==> src/rtl/fill_est_pkg.sv <==
package fill_est_pkg;

    localparam int POS_W = 4;
    localparam logic [POS_W-1:0] POS_LRU = 4'd15;
    localparam logic [POS_W-1:0] POS_MRU = 4'd0;

    typedef enum logic [2:0] {
        CLS_SKIP  = 3'd0,
        CLS_DEAD  = 3'd1,
        CLS_PLAIN = 3'd2,
        CLS_WARM  = 3'd3,
        CLS_HOT   = 3'd4
    } iclass_e;

    typedef struct packed {
        logic             vld;
        logic             byp;
        logic [POS_W-1:0] pos;
    } est_state_t;

endpackage

==> src/rtl/fill_bypass_judge.sv <==
module fill_bypass_judge
    import fill_est_pkg::*;
#(
    parameter int CNT_W = 8,
    parameter int SCALE_SH = 4
) (
    input  logic [CNT_W-1:0] acc_cnt,
    input  logic [CNT_W-1:0] reuse_cnt,
    input  logic [2:0]       cls,
    output logic             bypass
);
    localparam int WIDE_W = CNT_W + SCALE_SH;

    logic [WIDE_W-1:0] acc_wide;
    logic [WIDE_W-1:0] reuse_scaled;
    logic              sparse_reuse;
    logic              skip_cls;

    always_comb begin
        acc_wide     = {{SCALE_SH{1'b0}}, acc_cnt};
        reuse_scaled = {reuse_cnt, {SCALE_SH{1'b0}}};
        sparse_reuse = acc_wide > reuse_scaled;
        skip_cls     = (cls == CLS_SKIP);
        bypass       = skip_cls || sparse_reuse;
    end

endmodule

==> src/rtl/fill_slot_calc.sv <==
module fill_slot_calc
    import fill_est_pkg::*;
#(
    parameter int CNT_W = 8
) (
    input  logic             map_reuse,
    input  logic [CNT_W-1:0] acc_cnt,
    input  logic [CNT_W-1:0] reuse_cnt,
    input  logic [2:0]       cls,
    output logic [POS_W-1:0] pos
);
    logic [POS_W-1:0] step_map;
    logic [POS_W-1:0] step_zone;

    always_comb begin
        step_map  = map_reuse ? (POS_LRU >> 1) : POS_LRU;
        step_zone = (reuse_cnt > acc_cnt) ? (step_map >> 1) : step_map;
        unique case (cls)
            CLS_HOT:  pos = POS_MRU;
            CLS_WARM: pos = step_zone >> 1;
            CLS_DEAD: pos = POS_LRU;
            default:  pos = step_zone;
        endcase
    end

endmodule

==> src/rtl/fill_insert_estimator.sv <==
module fill_insert_estimator
    import fill_est_pkg::*;
#(
    parameter int CNT_W = 8
) (
    input  logic             clk,
    input  logic             rst_n,
    input  logic             in_valid,
    input  logic             map_reuse,
    input  logic [CNT_W-1:0] acc_cnt,
    input  logic [CNT_W-1:0] reuse_cnt,
    input  logic [2:0]       in_class,
    output logic             out_valid,
    output logic             out_bypass,
    output logic [3:0]       out_pos
);
    logic             byp_w;
    logic [POS_W-1:0] pos_w;
    est_state_t       st_d;
    est_state_t       st_q;

    fill_bypass_judge #(.CNT_W(CNT_W), .SCALE_SH(4)) u_judge (
        .acc_cnt   (acc_cnt),
        .reuse_cnt (reuse_cnt),
        .cls       (in_class),
        .bypass    (byp_w)
    );

    fill_slot_calc #(.CNT_W(CNT_W)) u_slot (
        .map_reuse (map_reuse),
        .acc_cnt   (acc_cnt),
        .reuse_cnt (reuse_cnt),
        .cls       (in_class),
        .pos       (pos_w)
    );

    always_comb begin
        st_d     = st_q;
        st_d.vld = in_valid;
        if (in_valid) begin
            st_d.byp = byp_w;
            st_d.pos = byp_w ? POS_LRU : pos_w;
        end
    end

    always_ff @(posedge clk) begin
        if (!rst_n) begin
            st_q.vld <= 1'b0;
            st_q.byp <= 1'b0;
            st_q.pos <= POS_LRU;
        end else begin
            st_q <= st_d;
        end
    end

    assign out_valid  = st_q.vld;
    assign out_bypass = st_q.byp;
    assign out_pos    = st_q.pos;

    a_r2_valid_next: assert property (@(posedge clk) disable iff (!rst_n)
        in_valid |=> out_valid);
    a_r2_idle_next: assert property (@(posedge clk) disable iff (!rst_n)
        !in_valid |=> !out_valid);
    a_r3_skip_bypass: assert property (@(posedge clk) disable iff (!rst_n)
        (in_valid && in_class == CLS_SKIP) |=> out_bypass);
    a_r5_bypass_lru: assert property (@(posedge clk) disable iff (!rst_n)
        out_bypass |-> (out_pos == POS_LRU));
    a_r8_hot_mru: assert property (@(posedge clk) disable iff (!rst_n)
        (in_valid && in_class == CLS_HOT && reuse_cnt >= acc_cnt)
        |=> (!out_bypass && out_pos == POS_MRU));
    a_r12_hold: assert property (@(posedge clk) disable iff (!rst_n)
        !in_valid |=> ($stable(out_pos) && $stable(out_bypass)));

endmodule

==> config.mk <==
export PLATFORM = sky130hd
export DESIGN_NAME = fill_insert_estimator
export DESIGN_NICKNAME = d
export VERILOG_FILES = /design/src/rtl/fill_est_pkg.sv /design/src/rtl/fill_bypass_judge.sv /design/src/rtl/fill_slot_calc.sv /design/src/rtl/fill_insert_estimator.sv
export SDC_FILE = /design/constraint.sdc
export NUM_CORES = 1
export LEC_CHECK = 0
export ABC_AREA = 1
export BUFFER_PORTS_ARGS = -buffer_cell sky130_fd_sc_hd__buf_2
export CORE_MARGIN = 5
export CORE_UTILIZATION = 51
export CTS_BUF_LIST = sky130_fd_sc_hd__clkbuf_4
export DETAILED_ROUTE_END_ITERATION = 7
export PLACE_DENSITY_LB_ADDON = 0.1
export SYNTH_ARGS = -nofsm -noshare
export SYNTH_HDL_FRONTEND = slang
export SYNTH_SLANG_ARGS = --single-unit
export TNS_END_PERCENT = 50
==> constraint.sdc <==
create_clock -name clk -period 2.1 [get_ports clk]
set_input_delay 0.42 -clock clk [delete_from_list [all_inputs] [get_ports clk]]
set_output_delay 0.42 -clock clk [all_outputs]
set_load 0.05 [all_outputs]
==> flow_summary.toml <==
[outcome]
outcome = "complete, no violations"

[cts]
clock_latency_ps = 250
cts_resized = 0
clk_pin_slew_worst_paths_ps = 50
cts_tree = "built"
tritoncts.num_buffers = 3
cts_hold_buf = 0
cts.htree.levels = 1
cts_setup_buffers = 0
clkSinkCount = 6
cts.path.max_buffers = 2
cts-root-buf = "clkbuf_4"

[worst_setup_path]
cp_max_fo = 3
max_stage_delay_ps = 280
crit_path_start_kind = "input port"
cp_data_required_time_ps = 2240
crit_chain = "buf_2, inv_1, ha_1, nand2_1, nor2_1, nand3_1, nand3_2, nand2_2, inv_2, nand3_1, nand2_1, nand2_1"
cp-end-kind = "flop"
critPathKind = "in2reg"
cpMostUsedCell = "nand2_1"
arrival_ps = 1530
cp_slowest_cell = "ha_1"

[route]
dr_total_vias = 699
drtIter0Drc = 13
first_pass_iters = 5
wl_mm = 1.40
remaining_drc_errors = 0
wl_per_cell_um = 9.21
vias_per_cell = 4.60
drtAntennaViolNets = 0

[floorplan]
pin_count = 29
start_util = 0.529
coreArea_um2 = 1270
rows = 13
dieArea_um2 = 2140
die_x_um = 46.3
die_h_um = 46.3

[sta]
tightest_slew_ps = 251
fin_crit_ps = 1390
fmax_ghz = 0.718
rsz0062_at_grt = "false"
drv_slew = 0
clock_skew_ps = 0
hold_viol = 0
setup_viol = 0
tns_ps = 0
relSlewSlack = 0.834
period_share = 0.663

[cells_and_area]
fin_nets = 174
area_delta_synth_final_pct = 27.1
drive_gt1_frac = 0.299
diodes = 0
final_core_util = 0.672
fin_area_um2 = 852

[synthesis]
ys_warn_count = 0
yosysUniqueCellTypes = 19
synthTopCellsByArea = "ha_1 (22%), dfxtp_1 (18%), nand2_1 (16%)"
synth_top_area_frac = 0.224
syn_nets = 141
post-synth-top-area-cell = "ha_1"
ys_ff_latch = 6
netlist_instances = 106
synth.yosys.seq_area_share = 0.179
synth_area_per_cell_um2 = 6.33
synth_area_um2 = 671

[placement]
placed_area_um2 = 830
port_buffers = 28
hpwl_mm = 1.26
gp_congestion = 0.819

[power_and_ir_drop]
p_total_uw = 387
powerDensity_nw_per_um2 = 454
p_leak_uw = 0.000535
irDropWorstVdd_mv = 0.200

[grt]
grt_pass1_vias = 595
grt_usage = 0.153
antenna_found_initial = 0
grt_pass1_wl_mm = 2.37
grt_max_degree = 8
grt_remaining_overflow = 0

[worst_hold_path]
hold_path_class = "in2reg"

[run]
drv_cap = 0
-- worst paths after layout --
path / startpoint / to / slack (ps) / cells past startpoint
worst max-delay path: reuse_cnt[3] / out_pos[2] / 710 / 12
worst max register to register: out_pos[0] / out_pos[0] / 1460 / 2
worst min-delay path: rst_n / out_valid / 420 / 3
worst min register to register: out_pos[2] / out_pos[2] / 470 / 2
-- critical path, delay by kind of cell --
kind	cells	cell delay (ps)
buffers and inverters	3	200
and+or+nand+nor	8	640
adders and majority gates	1	280
-- area by class of cell --
cell class | instances | area [µm²]
Clock buffer | 3 | 22.5
Fill cell | 123 | 417
Inverter | 26 | 97.6
Multi-Input combinational cell | 74 | 453
Timing Repair Buffer | 28 | 140
Tap cell | 15 | 18.8
Sequential cell | 6 | 120
-- power breakdown --
part / internal (µW) / switching (µW) / total (µW)
combinational: 57.4 / 94.6 / 152
sequential: 121 / 2.97 / 124
clock: 64.9 / 45.5 / 110
total: 244 / 143 / 387
-- logic make-up (layout without fill, tap and decap cells) --
kind of cell / count (synthesis) / in the layout / share of synthesized area
flip-flops: 6 / 6 / 0.179
adder cells (fa/ha/maj): 12 / 12 / 0.224
AND/OR/NAND/NOR: 49 / 49 / 0.338
AO/OA/AOI/OAI: 13 / 13 / 0.114
buffers and inverters: 26 / 57 / 0.146
-- sequential cells by signal, indices dropped and copies added, names as in the netlist --
signal / count
out_pos: 4
out_valid: 1
out_bypass: 1
-- per-layer routing --
metal / vias to the layer above / global-route usage / wire length [µm]
li1: 391 / - / -
met1: 279 / 0.214 / 673
met2: 24 / 0.212 / 579
met3: 5 / 0.0469 / 120
met4: 0 / 0.0682 / 27
met5: - / 0 / 0
-- synthesized netlist by cell type (all sizes together) --
cell,number
nand2,32
o21a,1
dfxtp,6
nor2,9
nand4,1
ha,12
o21ai,1
o21bai,1
a21oi,9
inv,26
nand3,6
o211ai,1
nor3,1
-- stage by stage --
step,cells,setup WS [ps],hold slack (ps)
after floorplan,106,667,523
after global placement,149,461,449
after detailed placement,149,451,459
after CTS,152,713,405
after global routing,152,561,434
final,152,707,419
-- cells in the final DEF, fill, tap and decap left out --
cell type	netlist	layout
nand2_1	29	29
o21ai_1	1	1
nor2_4	1	1
a21oi_2	1	1
o21a_1	1	1
nand3_2	1	1
clkbuf_4	0	3
o211ai_1	1	1
nand2_2	3	3
inv_1	25	25
nand4_2	1	1
ha_1	12	12
nor2_2	2	2
a21oi_1	8	8
nor2_1	6	6
dfxtp_1	6	6
inv_2	1	1
buf_2	0	28
nand3_1	5	5
o21bai_1	1	1
nor3_1	1	1
No activity file was read; power rests on OpenSTA's default activity.
